==> config.mk <==
export PLATFORM = sky130hd
export DESIGN_NAME = vrsr_ctrl
export DESIGN_NICKNAME = d
export VERILOG_FILES = /design/src/rtl/vrsr_pkg.sv /design/src/rtl/vrsr_regs.sv /design/src/rtl/vrsr_pacer.sv /design/src/rtl/vrsr_ctrl.sv
export SDC_FILE = /design/constraint.sdc
export NUM_CORES = 1
export LEC_CHECK = 0
export ABC_AREA = 1
export BUFFER_PORTS_ARGS = -buffer_cell sky130_fd_sc_hd__buf_4
export CORE_ASPECT_RATIO = 0.6
export CORE_UTILIZATION = 37
export CTS_CLUSTER_SIZE = 25
export DETAILED_ROUTE_END_ITERATION = 10
export GPL_ROUTABILITY_DRIVEN = 0
export PLACE_DENSITY_LB_ADDON = 0.12
export SYNTH_ARGS = -nofsm -noshare
export SYNTH_HDL_FRONTEND = slang
export SYNTH_HIERARCHICAL = 1
export SYNTH_SLANG_ARGS = --single-unit
==> constraint.sdc <==
create_clock -name clk -period 6.9 [get_ports clk]
set_input_delay 0.345 -clock clk [delete_from_list [all_inputs] [get_ports clk]]
set_output_delay 0.345 -clock clk [all_outputs]
set_load 0.05 [all_outputs]
==> src/rtl/vrsr_pkg.sv <==
package vrsr_pkg;
  localparam int unsigned SLOT_W = 12;
  localparam int unsigned RATE_W = 16;
  localparam logic [RATE_W-1:0] FULL_RATE = 16'd48000;

  localparam logic [SLOT_W-1:0] FRONT_MASK  = 12'hC00;
  localparam logic [SLOT_W-1:0] UNUSED_MASK = 12'h003;

  typedef enum logic [1:0] {
    SEL_CTRL = 2'd0,
    SEL_PLAY = 2'd1,
    SEL_CAP  = 2'd2,
    SEL_NONE = 2'd3
  } reg_sel_e;

  function automatic logic [SLOT_W-1:0] pair_mask(input logic [1:0] code);
    case (code)
      2'b00:   pair_mask = 12'hC00;
      2'b01:   pair_mask = 12'h0C0;
      2'b10:   pair_mask = 12'h120;
      default: pair_mask = 12'h018;
    endcase
  endfunction
endpackage

==> src/rtl/vrsr_regs.sv <==
module vrsr_regs
  import vrsr_pkg::*;
#(
  parameter int unsigned          RW   = RATE_W,
  parameter logic [RW-1:0]        FULL = FULL_RATE
) (
  input  logic          clk,
  input  logic          rst_n,
  input  logic          wr,
  input  logic [1:0]    sel,
  input  logic [RW-1:0] wdata,
  output logic          vra,
  output logic [1:0]    pair_sel,
  output logic [RW-1:0] play_rate,
  output logic [RW-1:0] cap_rate
);
  logic          vra_q, vra_d;
  logic [1:0]    pair_q, pair_d;
  logic [RW-1:0] play_q, play_d, cap_q, cap_d;
  logic [RW-1:0] clamped;

  assign clamped = (wdata > FULL) ? FULL : wdata;

  always_comb begin
    vra_d  = vra_q;
    pair_d = pair_q;
    play_d = play_q;
    cap_d  = cap_q;
    case (sel)
      SEL_CTRL: begin
        vra_d  = wdata[0];
        pair_d = wdata[5:4];
        if (!wdata[0]) begin
          play_d = FULL;
          cap_d  = FULL;
        end
      end
      SEL_PLAY: if (vra_q) play_d = clamped;
      SEL_CAP:  if (vra_q) cap_d  = clamped;
      default: ;
    endcase
  end

  always_ff @(posedge clk or negedge rst_n) begin
    if (!rst_n) begin
      vra_q  <= 1'b0;
      pair_q <= 2'b00;
      play_q <= FULL;
      cap_q  <= FULL;
    end else if (wr) begin
      vra_q  <= vra_d;
      pair_q <= pair_d;
      play_q <= play_d;
      cap_q  <= cap_d;
    end
  end

  assign vra       = vra_q;
  assign pair_sel  = pair_q;
  assign play_rate = play_q;
  assign cap_rate  = cap_q;

  // rates pinned to full rate whenever variable rate is off
  assert_rates_forced_R3: assert property (@(posedge clk) disable iff (!rst_n)
    !vra_q |-> (play_q == FULL && cap_q == FULL));

  // stored rates never exceed full rate
  assert_rate_clamped_R4: assert property (@(posedge clk) disable iff (!rst_n)
    (play_q <= FULL) && (cap_q <= FULL));
endmodule

==> src/rtl/vrsr_pacer.sv <==
module vrsr_pacer
  import vrsr_pkg::*;
#(
  parameter int unsigned   RW   = RATE_W,
  parameter logic [RW-1:0] FULL = FULL_RATE
) (
  input  logic          clk,
  input  logic          rst_n,
  input  logic          clr,
  input  logic          tick,
  input  logic [RW-1:0] rate,
  output logic          fire
);
  logic [RW-1:0] acc_q, acc_d;
  logic [RW:0]   sum;
  logic [RW:0]   wrapped;

  assign sum     = {1'b0, acc_q} + {1'b0, rate};
  assign fire    = (sum >= {1'b0, FULL});
  assign wrapped = sum - {1'b0, FULL};

  always_comb begin
    acc_d = acc_q;
    if (clr)       acc_d = '0;
    else if (tick) acc_d = fire ? wrapped[RW-1:0] : sum[RW-1:0];
  end

  always_ff @(posedge clk or negedge rst_n) begin
    if (!rst_n)           acc_q <= '0;
    else if (clr || tick) acc_q <= acc_d;
  end

  // phase stays strictly below one full frame of credit
  assert_acc_below_full_R5: assert property (@(posedge clk) disable iff (!rst_n)
    acc_q < FULL);
endmodule

==> src/rtl/vrsr_ctrl.sv <==
module vrsr_ctrl
  import vrsr_pkg::*;
#(
  parameter int unsigned       RW   = RATE_W,
  parameter logic [RW-1:0]     FULL = FULL_RATE
) (
  input  logic              clk,
  input  logic              rst_n,
  input  logic              reg_wr,
  input  logic [1:0]        reg_sel,
  input  logic [RW-1:0]     reg_wdata,
  input  logic              frame_start,
  input  logic [SLOT_W-1:0] tag_in,
  input  logic              fifo_full,
  output logic [SLOT_W-1:0] slot_req_n,
  output logic [SLOT_W-1:0] cap_tag,
  output logic [SLOT_W-1:0] underrun,
  output logic              vra_en,
  output logic [RW-1:0]     play_rate,
  output logic [RW-1:0]     cap_rate
);
  localparam int unsigned NSTREAM = 2;

  logic [1:0] rst_sync_q;
  logic       rst_core_n;

  always_ff @(posedge clk or negedge rst_n) begin
    if (!rst_n) rst_sync_q <= 2'b00;
    else        rst_sync_q <= {rst_sync_q[0], 1'b1};
  end
  assign rst_core_n = rst_sync_q[1];

  logic [1:0] pair_sel;

  vrsr_regs #(.RW(RW), .FULL(FULL)) u_regs (
    .clk(clk), .rst_n(rst_core_n), .wr(reg_wr), .sel(reg_sel),
    .wdata(reg_wdata), .vra(vra_en), .pair_sel(pair_sel),
    .play_rate(play_rate), .cap_rate(cap_rate)
  );

  logic [RW-1:0]      rate_v [NSTREAM];
  logic [NSTREAM-1:0] tick_v, fire_v;

  assign rate_v[0] = play_rate;
  assign rate_v[1] = cap_rate;
  assign tick_v[0] = frame_start & vra_en & ~fifo_full;
  assign tick_v[1] = frame_start & vra_en;

  for (genvar s = 0; s < NSTREAM; s++) begin : g_pacer
    vrsr_pacer #(.RW(RW), .FULL(FULL)) u_pacer (
      .clk(clk), .rst_n(rst_core_n), .clr(~vra_en), .tick(tick_v[s]),
      .rate(rate_v[s]), .fire(fire_v[s])
    );
  end

  logic              play_due, cap_due;
  logic [SLOT_W-1:0] req_mask;
  logic [SLOT_W-1:0] req_n_q, req_n_d, pend_q, pend_d;
  logic [SLOT_W-1:0] cap_q, cap_d, und_q, und_d;

  assign play_due = vra_en ? (fire_v[0] & ~fifo_full) : 1'b1;
  assign cap_due  = vra_en ? fire_v[1] : 1'b1;
  assign req_mask = play_due ? (FRONT_MASK | pair_mask(pair_sel)) : '0;

  always_comb begin
    req_n_d = ~req_mask | UNUSED_MASK;
    pend_d  = req_mask;
    cap_d   = cap_due ? FRONT_MASK : '0;
    und_d   = frame_start ? (pend_q & ~tag_in) : '0;
  end

  always_ff @(posedge clk or negedge rst_core_n) begin
    if (!rst_core_n) begin
      req_n_q <= '1;
      pend_q  <= '0;
      cap_q   <= '0;
    end else if (frame_start) begin
      req_n_q <= req_n_d;
      pend_q  <= pend_d;
      cap_q   <= cap_d;
    end
  end

  always_ff @(posedge clk or negedge rst_core_n) begin
    if (!rst_core_n) und_q <= '0;
    else             und_q <= und_d;
  end

  assign slot_req_n = req_n_q;
  assign cap_tag    = cap_q;
  assign underrun   = und_q;

  // outputs hold between frame starts
  assert_req_hold_R10: assert property (@(posedge clk) disable iff (!rst_core_n)
    !frame_start |=> ($stable(slot_req_n) && $stable(cap_tag)));

  // fixed-rate frames always request the front pair and tag capture
  assert_fixed_all_R2: assert property (@(posedge clk) disable iff (!rst_core_n)
    (frame_start && !vra_en) |=> (slot_req_n[11:10] == 2'b00 && cap_tag[11:10] == 2'b11));

  // full FIFO in variable-rate mode withholds every request
  assert_full_no_req_R7: assert property (@(posedge clk) disable iff (!rst_core_n)
    (frame_start && vra_en && fifo_full) |=> (&slot_req_n));

  // underrun only pulses right after a frame start
  assert_underrun_pulse_R9: assert property (@(posedge clk) disable iff (!rst_core_n)
    (|underrun) |-> $past(frame_start));
endmodule

After elaboration in Yosys (flattened, before gate mapping)
Cells that the tools add are included.
W data, S select, Z words.
Cells by class
  add/sub/neg operators: 4
  multiply operators: 0
  div/mod/pow operators: 0
  order comparisons: 3
  equality and inequality tests: 9
  shift operators: 0
  muxes and demuxes: 17
  bitwise gates (word level): 8
  reduce and logical (&&, ||, !) cells: 11
Operators with widths (count)
  $mux W16: 9
  $pmux W16 S2: 2
  $mux W12: 3
  $add A16 B16 Y17: 2
  $ge A17 B16 Y1 const B: 2
  $sub A16 B16 Y16 const B: 2
  $pmux W9 S3: 1
  $not A12 Y12: 2
  $gt A16 B16 Y1 const B: 1
  $and A12 B12 Y12: 1
  $ne A2 B1 Y1 const B: 4
  $reduce_and A4 Y1: 2
  $reduce_and A2 Y1: 3
  $eq A2 B1 Y1 const B: 2
  $eq A2 B2 Y1 const B: 2
  $logic_not A2 Y1: 2
  $reduce_bool A2 Y1: 2
  $and A1 B1 Y1: 3
  $logic_or A1 B1 Y1: 2
  $mux W1: 2
  $ne A2 B2 Y1 const B: 1
  $not A1 Y1: 2
Word-level totals
  register bits: 115
  latch bits: 0
  RAM bits: 0
  memory bits (read-only): 0
  input port bits: 35
  output and inout bits: 69
  word-level logic and storage cells: 63
  memories: 0

Logic depth before layout (Yosys ltp)
Gate-level depths: netlist (run 1).
  depth in word-level cells: 6
  gate-level depth with buffers: 21
  depth with buffers taken out: 20

By module
Netlist (run 1), hierarchy kept.
Modules (own cells, without submodules)
  vrsr_pacer at g_pacer[1].u_pacer: instances 1, cells each 334, area each 1986.9 um^2, sequential area each 400.4 um^2
  vrsr_pacer at g_pacer[0].u_pacer: instances 1, cells each 322, area each 1934.4 um^2, sequential area each 400.4 um^2
  vrsr_regs: instances 1, cells each 181, area each 1590.3 um^2, sequential area each 893.4 um^2
  vrsr_ctrl: instances 1, cells each 93, area each 929.6 um^2, sequential area each 480.5 um^2

Least setup slack after synthesis (run 1)
Ideal clock, no wire load.
  kind: reg-to-reg
  from: reg u_regs.play_q[0] (netlist: u_regs/play_rate[0])
  to: reg pend_q[4]
  library setup time: 0.117 ns
  data arrival time: 2.959 ns
  required time: 6.783 ns
  slack: 3.824 ns
  cell stages (with the launch flop): 21
  buffers on the path: 1
  clock period less this slack: 3.076 ns
  cell sequence: dfrtp_1 > ha_1 > fa_1 > nand3_1 > nand2_2 > nand2_1 > nand2_1 > xnor2_1 > inv_1 > ha_1 > nand3_1 > nand2_2 > nand3_2 > nand2_2 > nand2_2 > nand2_4 > buf_6 > nand2_1 > nand2_1 > nand2_1 > nand2_1
Between the ends
  longest elaborated chain between the ends: 5
RTL lines
  from (decl): line vrsr_regs.sv:19  | logic [RW-1:0] play_q, play_d, cap_q, cap_d;
  from (signal assigned): line vrsr_regs.sv:53  | play_q <= play_d;
  $add A16 B16 Y17: line vrsr_pacer.sv:18  | assign sum = {1'b0, acc_q} + {1'b0, rate};
  $ge A17 B16 Y1: line vrsr_pacer.sv:19  | assign fire = (sum >= {1'b0, FULL});
  net fire_v[0]: line vrsr_ctrl.sv:42  | logic [NSTREAM-1:0] tick_v, fire_v;
  $and A1 B1 Y1: line vrsr_ctrl.sv:61  | assign play_due = vra_en ? (fire_v[0] & ~fifo_full) : 1'b1;
  $mux W1: line vrsr_ctrl.sv:61
  $mux W12: line vrsr_ctrl.sv:63  | assign req_mask = play_due ? (FRONT_MASK | pair_mask(pair_sel)) : '0;
  to (signal assigned): line vrsr_ctrl.sv:79  | pend_q <= pend_d;
  to (decl): line vrsr_ctrl.sv:58  | logic [SLOT_W-1:0] req_n_q, req_n_d, pend_q, pend_d;
The timed path passes the listed nets, and every way through them passes these cells.
A chain may end at the register's enable or synchronous reset.

Worst setup path in the final report (run 1)
  from: reg u_regs.play_q[0] (netlist: u_regs/play_rate[0])
  to: reg pend_q[7]
Same word-level chain as after synthesis.

==> qor.txt, run 1 <==
run status = finished clean
clock-pin slew reported for the worst setup and hold paths after clock tree synthesis = 0.07 ns
PostCTS Resize Cnt = 0
clock period minus final worst setup slack = 3.30 ns
aggregate negative setup slack = 0 ns
grt total ovfl = 0
maximum clock frequency = 303 MHz
Hold Violations, Final = 0
later-pin clock latency in the skew report = 0.34 ns
maxcap violations = 0
Distinct cells, synth = 39
TritonCTS clock tree = done
Worst setup SP type = flop
worst-case setup slack after placement = 3.62 ns
Routed Wire Length = 18500 µm
Post-synth top flop = sky130_fd_sc_hd__dfrtp_1
mean instance size in the synthesized netlist = 6.93 µm²
residual antenna-violating net count after detailed routing = 0
CTS Root Buffer Type = sky130_fd_sc_hd__clkbuf_16
period utilisation layout = 0.478
number of iterations in the first detailed-routing pass = 5
peak per-stage delay on the critical path = 0.47 ns
DPL Wire Length = 14800 µm
Total GRT Usage = 0.220
crit path to = pend_q[7]
worst path required time = 7.14 ns
Critical path origin = u_regs/play_rate[0]
area growth from synthesis to final layout = 16.4%
Worst setup EP type = flop
starting density of the core = 0.388
most crowded layer after global routing = met1
First DRT Iteration DRCs = 495
count of pins over their slew limit = 0
Worst path slowest cell = sky130_fd_sc_hd__fa_1
FFs w/ async S/R, synth = 1.00
#FFs+latches synth = 86
internal power of the cells = 1440 µW
worst-path cell chain = ha_1, fa_1, nand3_1, nand2_2, nand2_1, nand2_1, xnor2_1, inv_1, ha_1, nand3_1, nand2_2, nand3_2, nand2_2, nand2_2, nand2_4, nand2_1, nand2_1, nand2_1, nand2_1
post-route worst hold slack = 0.142 ns
Static Leak = 0.00422 µW
portion of synthesized cell area occupied by the leading cell type = 0.264
arrival time of the worst setup path = 3.54 ns
global-route wire length before repair = 30300 µm
Critical Path Most Common Cell = sky130_fd_sc_hd__nand2_1
area of the core = 16600 µm²
biggest area contributors in the synthesized netlist = sky130_fd_sc_hd__dfrtp_1 (26%), sky130_fd_sc_hd__nand2_1 (18%), sky130_fd_sc_hd__dfstp_2 (7.3%), sky130_fd_sc_hd__nand3_1 (6.8%), sky130_fd_sc_hd__inv_1 (6.8%)
number of hold buffers added after CTS = 1
combined area of the multi-input logic cells = 3610 µm²
switching share of power = 0.514
count of unresolved DRC violations after routing = 0
Switch Pwr = 1530 µW
count of vias placed by the detailed router = 5942
IO Pins = 104
area leader, netlist = sky130_fd_sc_hd__dfrtp_1
final setup violating endpoints = 0
RSZ-0062 raised after global routing = false
sequential group share of total power = 0.233
clock skew after layout = 0.0123 ns
classification of the worst setup path = flop to flop
vias in the first global route = 5505
count of nets after finishing = 1084
Hold Crit Class = input pin to flop
number of H-tree levels = 3
synthesized cell area = 6440 µm²
number of synthesis warnings = 6
R2R depth = 19
drt via density = 4.77
count leader, synth = sky130_fd_sc_hd__nand2_1
portion of the post-synthesis area used by sequential elements = 0.338
Clock Tree Buf Depth = 2
part of the power in the clock network = 0.171
Power per Cell Area = 396 nW/µm²
sequential cell area in the final layout = 2180 µm²
worst ir drop on vdd = 212 µV
cells after synthesis = 930
total CTS buffers = 9
Horiz. Die Dim = 172 µm
Pwr Total = 2970 µW
total die area = 18000 µm²
met2 Use GR = 0.260
top post-synthesis cells by count = sky130_fd_sc_hd__nand2_1 (315), sky130_fd_sc_hd__inv_1 (116), sky130_fd_sc_hd__nor2_1 (93)
post-DR wirelength/cell = 14.8 µm
total of buffers placed on input and output ports = 81
buffers inserted by post-CTS timing repair = 0
register-to-register path setup slack = 3.60 ns
GRT met1 Usage = 0.370
floorplan die height = 104 µm
share of power burned in combinational logic = 0.596
ratio of cells with drive above 1 in the final layout = 0.189
number of antenna violations at the first check in global routing = 0
headroom to the max-slew limit = 0.439
largest fanout on the critical path = 14
worst slew pin tran = 0.841 ns
Critical R2R Capture = pend_q[7]
Num Clock Sinks = 86
smallest setup slack after layout = 3.60 ns
maximum number of pins on one net before global-route repair = 65
count of flip-flops with a built-in enable after synthesis = 0
antenna fix cells = 0
met3 demand-to-capacity share in global routing = 0.0700
number of fillers in the final layout = 1717
number of rows created at floorplan = 36
start of the worst register-to-register path = u_regs/play_rate[0]
[area by class of cell]
type | instances | area share
Clock buffer | 9 | 0.0300
Clock inverter | 7 | 0.0107
Inverter | 127 | 0.0646
Multi-Input combinational cell | 704 | 0.481
Sequential cell | 86 | 0.290
Tap cell | 228 | 0.0380
Timing Repair Buffer | 85 | 0.0854
[critical path: cells and delay by family, from the launching register on]
| family | cells | cell delay [ns] |
|---|---|---|
| and+or+nand+nor | 14 | 1.44 |
| adders and majority gates | 3 | 0.96 |
| DFF | 1 | 0.42 |
| xor gates and xnor gates | 1 | 0.26 |
| buffers and inverters | 1 | 0.11 |
[logic make-up after synthesis]
logic type / share of synthesized area
AOI/OAI and AO/OA: 0.0575
xor gates and xnor gates: 0.00272
adders and majority gates: 0.0723
buffers and inverters: 0.112
DFF: 0.338
muxes: 0.00524
other: 0.00117
and+or+nand+nor: 0.411
[stage by stage]
stage / cells / area, µm² / utilization
2_1_floorplan: 947 / 6500 / -
3_3_place_gp: 1229 / 7180 / 0.432
3_5_place_dp: 1229 / 7180 / 0.432
4_1_cts: 1246 / 7500 / 0.451
5_1_grt: 1246 / 7500 / 0.451
6_report: 1246 / 7500 / 0.451
[registers in the layout, summed over array words and instances, names as in the netlist]
name / count
cap_tag: 1
u_regs/cap_rate: 16
g_pacer.u_pacer/acc_q: 32
rst_sync_q: 2
u_regs/pair_sel: 2
u_regs/play_rate: 16
slot_req_n: 4
u_regs/vra: 1
underrun: 8
pend_q: 4
[metal layers]
metal  wire length (µm)  part of all wire
met1              10500              0.57
met2               6260              0.34
met3               1550             0.084
met4                144            0.0078
met5                  0                 0
[layout by cell type (no fill, tap or decap), drive strengths merged, types with 2 or more instances in the layout]
master  Yosys  final
clkbuf      1      9
nand2     342    342
clkinv      0      2
dfrtp      68     68
o21ai      20     20
nor3        9      9
xnor2       2      2
conb        2     19
a22o        4      4
nor2      105    105
nand4       9      9
nand3      93     93
and2        6      6
or2         2      2
mux2        3      3
a21oi      36     36
inv       127    130
ha         34     34
buf        29     84
nand3b     14     14
dfstp      18     18
a32o        2      2
fa          2      2
[worst min path at each step]
| stage | from | depth (start not counted) | end | slack, ns |
|---|---|---|---|---|
| after floorplan | rst_n | 0 | rst_sync_q[0] | 0.05 |
| after global placement | rst_n | 1 | rst_sync_q[0] | 0.13 |
| after detailed placement | rst_n | 1 | rst_sync_q[0] | 0.13 |
| after CTS | tag_in[11] | 2 | underrun[11] | 0.13 |
| after global routing | tag_in[4] | 2 | underrun[4] | 0.13 |
| final | tag_in[4] | 2 | underrun[4] | 0.14 |
[power by group through the flow]
| stage | clock network [µW] | logic (µW) | registers (µW) |
|---|---|---|---|
| floorplan | 0 | 1260 | 828 |
| global placement | 0 | 1750 | 701 |
| detailed placement | 0 | 1750 | 701 |
| CTS | 520 | 1750 | 694 |
| global route | 540 | 1970 | 705 |
| finish | 506 | 1770 | 692 |
Note: power is estimated with default switching activity, not from simulation.
==> inputs of run 2 (changes only) <==
--- a/config.mk
+++ b/config.mk
@@ -5,7 +5,7 @@
 export SDC_FILE = /design/constraint.sdc
 export NUM_CORES = 1
 export LEC_CHECK = 0
-export ABC_AREA = 1
+export ABC_AREA = 0
 export BUFFER_PORTS_ARGS = -buffer_cell sky130_fd_sc_hd__buf_4
 export CORE_ASPECT_RATIO = 0.6
 export CORE_UTILIZATION = 37
==> constraint.sdc (replaced) <==
create_clock -name clk -period 2.7 [get_ports clk]
set_input_delay 0.135 -clock clk [delete_from_list [all_inputs] [get_ports clk]]
set_output_delay 0.135 -clock clk [all_outputs]
set_load 0.05 [all_outputs]
==> run 2 against run 1 <==
  * The run now ends with setup timing left
  * Count of clock-buffer cells in the layout unchanged
  * Non-clock buffer count up 184
  * Worst hold slack got worse by 0.11 ns
  * Via count is 5.6% lower
  * Sequential share of layout area down 4.4 points
  * Clock power is 130% higher
  * Routed wire length down 0.55%
  * Global-route usage rose by 0.78 points
  * Die area fell by 8.6%
  * Register-to-register slack lost 4.3 ns
  * Combinational power rose to 3.7 times the previous value
  * Critical endpoint is now g_pacer[1].u_pacer/acc_q[7]
  * Highest routed layer unchanged
==> qor.txt, run 2 <==
run status = finished with violations
violations in the final reports = setup timing
drt via density = 5.28 (+11%)
count of pins over their slew limit = 0 (unchanged)
count leader, synth = sky130_fd_sc_hd__nor2_1
Routed Wire Length = 18400 µm (-0.55%)
total of buffers placed on input and output ports = 81 (unchanged)
most common library cell in the layout ignoring fill and taps = sky130_fd_sc_hd__buf_4
grt total ovfl = 0 (unchanged)
Hold Crit Class = input pin to flop
combined area of the multi-input logic cells = 3930 µm² (+9.0%)
Hold Violations, Final = 0 (unchanged)
worst-path cell chain = ha_4, a211oi_4, nor4b_2, nand4b_1, nor4_4, buf_4, nand4_1, a211o_1, a31oi_4, buf_4, xnor2_1, a211oi_1
floorplan die height = 99.6 µm (-4.4%)
total die area = 16400 µm² (-8.6%)
cells after synthesis = 596 (-36%)
maxcap violations = 0 (unchanged)
Pwr Total = 9500 µW (+220%)
classification of the worst setup path = flop to flop
Static Leak = 0.00414 µW (-1.9%)
area of the core = 15400 µm² (-7.3%)
Num Clock Sinks = 86 (unchanged)
arrival time of the worst setup path = 3.63 ns (+0.09 ns)
Total GRT Usage = 0.228 (+0.00777)
worst ir drop on vdd = 616 µV (+190%)
leading cell types in the layout, fill and taps excluded = sky130_fd_sc_hd__buf_4 (241), sky130_fd_sc_hd__nor2_1 (74), sky130_fd_sc_hd__dfrtp_1 (59)
mean instance size in the synthesized netlist = 9.86 µm² (+42%)
peak per-stage delay on the critical path = 0.44 ns (-0.03 ns)
vias in the first global route = 5577 (+1.3%)
post-DR wirelength/cell = 17.3 µm (+17%)
total CTS buffers = 9 (unchanged)
residual antenna-violating net count after detailed routing = 0 (unchanged)
post-route worst hold slack = 0.0367 ns (-0.106 ns)
global-route wire length before repair = 29000 µm (-4.4%)
switching share of power = 0.439 (-0.0753)
maximum clock frequency = 296 MHz (-2.5%)
number of flip-flops under the largest register name = 32 (unchanged)
Post-synth top flop = sky130_fd_sc_hd__dfrtp_1
top post-synthesis cells by count = sky130_fd_sc_hd__nor2_1 (77), sky130_fd_sc_hd__dfrtp_1 (68), sky130_fd_sc_hd__ha_1 (34)
Worst Hold Launch = reg_wdata[2]
most flop-heavy register = g_pacer.u_pacer/acc_q
Switch Pwr = 4170 µW (+170%)
CTS Root Buffer Type = sky130_fd_sc_hd__clkbuf_16
ratio of cells with drive above 1 in the final layout = 0.476 (+0.287)
sequential group share of total power = 0.187 (-0.046)
starting density of the core = 0.381 (-0.00628)
worst path required time = 2.95 ns (-4.19 ns)
Worst setup EP type = flop
antenna fix cells = 0 (unchanged)
First DRT Iteration DRCs = 299 (-40%)
number of antenna violations at the first check in global routing = 0 (unchanged)
FFs w/ async S/R, synth = 1.00 (unchanged)
sequential cell area in the final layout = 2190 µm² (+0.46%)
worst slew pin tran = 0.863 ns (+0.0219 ns)
TritonCTS clock tree = done
count of flip-flops with a built-in enable after synthesis = 0 (unchanged)
Critical Path Most Common Cell = sky130_fd_sc_hd__buf_4
number of fillers in the final layout = 1336 (-22%)
headroom to the max-slew limit = 0.421 (-0.0185)
number of synthesis warnings = 6 (unchanged)
Clock Tree Buf Depth = 2 (unchanged)
final setup violating endpoints = 27 (+27)
start of the worst register-to-register path = g_pacer[1].u_pacer/acc_q[1]
share of power burned in combinational logic = 0.688 (+0.092)
portion of synthesized cell area occupied by the leading cell type = 0.290 (+0.0254)
smallest setup slack after layout = -0.681 ns (-4.29 ns)
number of iterations in the first detailed-routing pass = 5 (unchanged)
synthesized cell area = 5880 µm² (-8.8%)
count of nets after finishing = 926 (-15%)
biggest area contributors in the synthesized netlist = sky130_fd_sc_hd__dfrtp_1 (29%), sky130_fd_sc_hd__dfstp_2 (8.0%), sky130_fd_sc_hd__ha_1 (7.2%), sky130_fd_sc_hd__nor2_1 (4.9%), sky130_fd_sc_hd__buf_4 (3.1%)
portion of the post-synthesis area used by sequential elements = 0.370 (+0.0324)
Distinct cells, synth = 92 (+140%)
RSZ-0062 raised after global routing = true
period utilisation layout = 1.25 (+0.775)
register-to-register path setup slack = -0.68 ns (-4.29 ns)
maximum number of pins on one net before global-route repair = 60 (-7.7%)
number of rows created at floorplan = 35 (-2.8%)
later-pin clock latency in the skew report = 0.34 ns (about the same)
number of H-tree levels = 3 (unchanged)
internal power of the cells = 5330 µW (+270%)
part of the power in the clock network = 0.125 (-0.046)
clock period minus final worst setup slack = 3.38 ns (+0.0851 ns)
clock-pin slew reported for the worst setup and hold paths after clock tree synthesis = 0.07 ns (about the same)
Horiz. Die Dim = 165 µm (-4.4%)
Critical path origin = g_pacer[1].u_pacer/acc_q[1]
area growth from synthesis to final layout = 50.8%
Power per Cell Area = 1070 nW/µm² (+170%)
count of vias placed by the detailed router = 5612 (-5.6%)
largest fanout on the critical path = 7 (-7)
IO Pins = 104 (unchanged)
count of unresolved DRC violations after routing = 0 (unchanged)
clock skew after layout = 0.00794 ns (-0.00437 ns)
area leader, netlist = sky130_fd_sc_hd__dfrtp_1
Worst setup SP type = flop
DPL Wire Length = 13900 µm (-6.4%)
#FFs+latches synth = 86 (unchanged)
Worst path slowest cell = sky130_fd_sc_hd__dfrtp_2
run 2: critical path, delay by kind of cell, from the launching register on:
family | cells | cell delay [ns]
AO/OA/AOI/OAI | 4 | 1.32
XOR/XNOR | 1 | 0.06
adder cells (fa/ha/maj) | 1 | 0.26
buffers and inverters | 2 | 0.33
flip-flops | 1 | 0.44
AND/OR/NAND/NOR | 4 | 0.87
run 2: power by group through the flow:
stage | combinational (µW) | sequential [µW] | clock [µW]
floorplan | 2790 | 2270 | 0
global placement | 5230 | 1790 | 0
detailed placement | 5310 | 1800 | 0
CTS | 6040 | 1780 | 1220
global route | 6960 | 1810 | 1260
finish | 6540 | 1780 | 1180
run 2: final timing paths:
path	to	cells past startpoint
worst max-delay path	g_pacer[1].u_pacer/acc_q[7]	12
worst min-delay path	u_regs/play_rate[2]	2
worst max register to register	g_pacer[1].u_pacer/acc_q[7]	12
worst min register to register	underrun[10]	0
max in group asynchronous	u_regs/play_rate[7]	1
min in group asynchronous	rst_sync_q[1]	2
run 2: final cells by class:
class,instances,share of cell area
Inverter,24,0.0102
Multi-Input combinational cell,465,0.444
Sequential cell,86,0.247
Tap cell,203,0.0287
Clock buffer,9,0.0254
Clock inverter,7,0.00621
Timing Repair Buffer,269,0.239
run 2: logic make-up after synthesis:
kind of cell	share of synthesized area
fa+ha+maj	0.0792
buf+inv	0.0600
mux	0.0366
simple gates	0.154
other cells	0.00128
flops	0.370
xor+xnor	0.0385
compound gates	0.260
run 2: metrics by stage:
stage | util | setup TNS (ns) | area (µm²) | worst slack [ns] | cells
floorplan | - | -11.75 | 6080 | -0.590 | 613
global placement | 0.508 | -13.08 | 7830 | -0.596 | 1008
detailed placement | 0.508 | -15.24 | 7830 | -0.697 | 1008
CTS | 0.558 | -12.84 | 8600 | -0.630 | 1055
global route | 0.575 | -16.90 | 8860 | -0.803 | 1063
finish | 0.575 | -13.85 | 8860 | -0.681 | 1063
run 2: what timing repair did:
action	4_1_cts	5_1_grt
setup buffers	20	10
setup endpoints to repair	27	27
pin swaps	50	36
gates resized for setup	41	40
endpoints found under the hold margin	12	0
hold buffers	11	0
cloned	1	0
run 2: per-layer routing:
| layer | GRT usage | vias up | routed length (µm) |
|---|---|---|---|
| li1 | - | 2703 | - |
| met1 | 0.334 | 2724 | 9210 |
| met2 | 0.332 | 170 | 7830 |
| met3 | 0.0630 | 15 | 1150 |
| met4 | 0.0452 | 0 | 164 |
| met5 | 0 | - | 0 |
==> inputs of run 3 (changes only) <==
--- a/config.mk
+++ b/config.mk
@@ -12,6 +12,7 @@
 export CTS_CLUSTER_SIZE = 25
 export DETAILED_ROUTE_END_ITERATION = 10
 export GPL_ROUTABILITY_DRIVEN = 0
+export HOLD_SLACK_MARGIN = 0.15
 export PLACE_DENSITY_LB_ADDON = 0.12
 export SYNTH_ARGS = -nofsm -noshare
 export SYNTH_HDL_FRONTEND = slang
==> run 3 against run 2 <==
  * The flow still finishes with violations (setup timing)
  * Global-route usage is 0.45 points higher
  * Worst hold slack gained 0.17 ns
  * Sequential power about the same
  * Clock skew is 0.0017 ns higher
  * Sequential share of layout area is 0.70 points lower
  * Final area is 2.9% higher
  * Fmax is essentially flat
  * Total power is 0.56% higher
  * Critical path depth unchanged
  * Die area stayed put
==> qor.txt, run 3 (synthesized netlist as in run 2, its figures left out) <==
Horiz. Die Dim = 165 µm (unchanged)
most flop-heavy register = g_pacer.u_pacer/acc_q
number of iterations in the first detailed-routing pass = 5 (unchanged)
grt total ovfl = 0 (unchanged)
Finished Core Util = 0.592 (+0.0169)
number of flip-flops under the largest register name = 32 (unchanged)
Worst path slowest cell = sky130_fd_sc_hd__dfrtp_2
Critical Path Most Common Cell = sky130_fd_sc_hd__buf_4
DPL Wire Length = 13900 µm (unchanged)
Static Leak = 0.00427 µW (+3.0%)
peak per-stage delay on the critical path = 0.44 ns (about the same)
worst-case setup slack after placement = -0.697 ns (unchanged)
RSZ-0062 raised after global routing = true
later-pin clock latency in the skew report = 0.35 ns (about the same)
worst slew pin tran = 0.863 ns (-0.000231 ns)
antenna fix cells = 0 (unchanged)
total CTS buffers = 9 (unchanged)
combined area of the multi-input logic cells = 3930 µm² (unchanged)
total die area = 16400 µm² (unchanged)
area growth from synthesis to final layout = 55.2%
Total GRT Usage = 0.232 (+0.00449)
final setup violating endpoints = 27 (unchanged)
clock period minus final worst setup slack = 3.38 ns (+0.00101 ns)
number of antenna violations at the first check in global routing = 0 (unchanged)
count of vias placed by the detailed router = 5753 (+2.5%)
violations in the final reports = setup timing
total of buffers placed on input and output ports = 81 (unchanged)
run status = finished with violations
Hold Crit Class = input pin to flop
floorplan die height = 99.6 µm (unchanged)
post-DR wirelength/cell = 17.2 µm (-0.48%)
count of pins over their slew limit = 0 (unchanged)
arrival time of the worst setup path = 3.63 ns (about the same)
Hold Violations, Final = 0 (unchanged)
sequential cell area in the final layout = 2190 µm² (unchanged)
clock-pin slew reported for the worst setup and hold paths after clock tree synthesis = 0.07 ns (about the same)
leading cell types in the layout, fill and taps excluded = sky130_fd_sc_hd__buf_4 (241), sky130_fd_sc_hd__nor2_1 (74), sky130_fd_sc_hd__dfrtp_1 (59)
Worst setup EP type = flop
count of unresolved DRC violations after routing = 0 (unchanged)
drt via density = 5.28 (about the same)
global-route wire length before repair = 29600 µm (+2.1%)
ratio of cells with drive above 1 in the final layout = 0.462 (-0.0140)
vias in the first global route = 5729 (+2.7%)
clock skew after layout = 0.00965 ns (+0.00171 ns)
Routed Wire Length = 18700 µm (+2.0%)
delay-heaviest family, CP = compound AO/OA/AOI/OAI gates
number of rows created at floorplan = 35 (unchanged)
CTS Root Buffer Type = sky130_fd_sc_hd__clkbuf_16
most common library cell in the layout ignoring fill and taps = sky130_fd_sc_hd__buf_4
First DRT Iteration DRCs = 308 (+3.0%)
period utilisation layout = 1.25 (about the same)
area of the core = 15400 µm² (unchanged)
worst-path cell chain = ha_4, a211oi_4, nor4b_2, nand4b_1, nor4_4, buf_4, nand4_1, a211o_1, a31oi_4, buf_4, xnor2_1, a211oi_1
classification of the worst setup path = flop to flop
maxcap violations = 0 (unchanged)
count of nets after finishing = 952 (+2.8%)
Num Clock Sinks = 86 (unchanged)
smallest setup slack after layout = -0.682 ns (-0.00101 ns)
Clock Tree Buf Depth = 2 (unchanged)
Worst setup SP type = flop
starting density of the core = 0.381 (unchanged)
IO Pins = 104 (unchanged)
number of H-tree levels = 3 (unchanged)
worst ir drop on vdd = 635 µV (+3.1%)
residual antenna-violating net count after detailed routing = 0 (unchanged)
number of fillers in the final layout = 1315 (-1.6%)
critical path buffer and inverter count = 2 (unchanged)
worst path required time = 2.95 ns (about the same)
Power per Cell Area = 1050 nW/µm² (-2.3%)
largest fanout on the critical path = 7 (unchanged)
maximum clock frequency = 296 MHz (about the same)
headroom to the max-slew limit = 0.421 (about the same)
maximum number of pins on one net before global-route repair = 60 (unchanged)
TritonCTS clock tree = done
## run 3: changes by cell type in the layout (fill, tap and decap cells not counted), sizes merged
cell,change
dlygate4sd3,+26
## run 3: layout make-up
class	count	area share
Timing Repair Buffer	295	0.261
Multi-Input combinational cell	465	0.431
Tap cell	203	0.0278
Clock buffer	9	0.0247
Inverter	24	0.00987
Clock inverter	7	0.00603
Sequential cell	86	0.240
## run 3: worst paths after layout
path	start	endpoint	slack, ns	cells after the start
setup / recovery	g_pacer[1].u_pacer/acc_q[1]	g_pacer[1].u_pacer/acc_q[7]	-0.68	12
hold / removal	fifo_full	pend_q[4]	0.20	4
setup reg to reg	g_pacer[1].u_pacer/acc_q[1]	g_pacer[1].u_pacer/acc_q[7]	-0.68	12
hold reg to reg	rst_sync_q[1]	underrun[4]	0.25	0
max in group asynchronous	rst_sync_q[1]	u_regs/cap_rate[7]	1.76	1
min in group asynchronous	rst_sync_q[1]	underrun[4]	0.25	0
## run 3: metal layers
metal,global-route usage,wire length (µm),vias to the layer above,share of wire
li1,-,-,2758,-
met1,0.336,9390,2826,0.50
met2,0.345,8080,158,0.43
met3,0.0638,1100,11,0.059
met4,0.0452,140,0,0.0075
met5,0,0,-,0
## run 3: tightest hold or removal path, stage by stage
cell                      delay [ns]
sky130_fd_sc_hd__buf_4          0.12
sky130_fd_sc_hd__inv_2          0.06
sky130_fd_sc_hd__a21oi_4        0.09
sky130_fd_sc_hd__o22ai_2        0.10
## run 3: report_power, final
part | internal (µW) | leakage, µW | switching (µW)
clock | 635 | 0.000133 | 554
combinational | 3160 | 0.00305 | 3430
sequential | 1570 | 0.00108 | 207
## run 3: metrics by stage
stage               hold WS, ns  instances  total power (µW)  setup TNS, ns  area [µm²]
floorplan                -0.161        613              5060         -11.75        6080
global placement        -0.0827       1008              7020         -13.08        7830
detailed placement      -0.0813       1008              7100         -15.24        7830
CTS                       0.191       1081              9080         -12.84        8860
global route              0.219       1089             10100         -16.93        9120
finish                    0.203       1089              9550         -13.94        9120
## run 3: what timing repair did
action                     in CTS  in global routing
setup endpoints to repair      27                 27
setup buffers                  20                 10
pin swaps                      50                 36
hold buffers                   37                  0
cloned                          1                  0
hold endpoints to repair       49                  0
resized for setup              41                 40
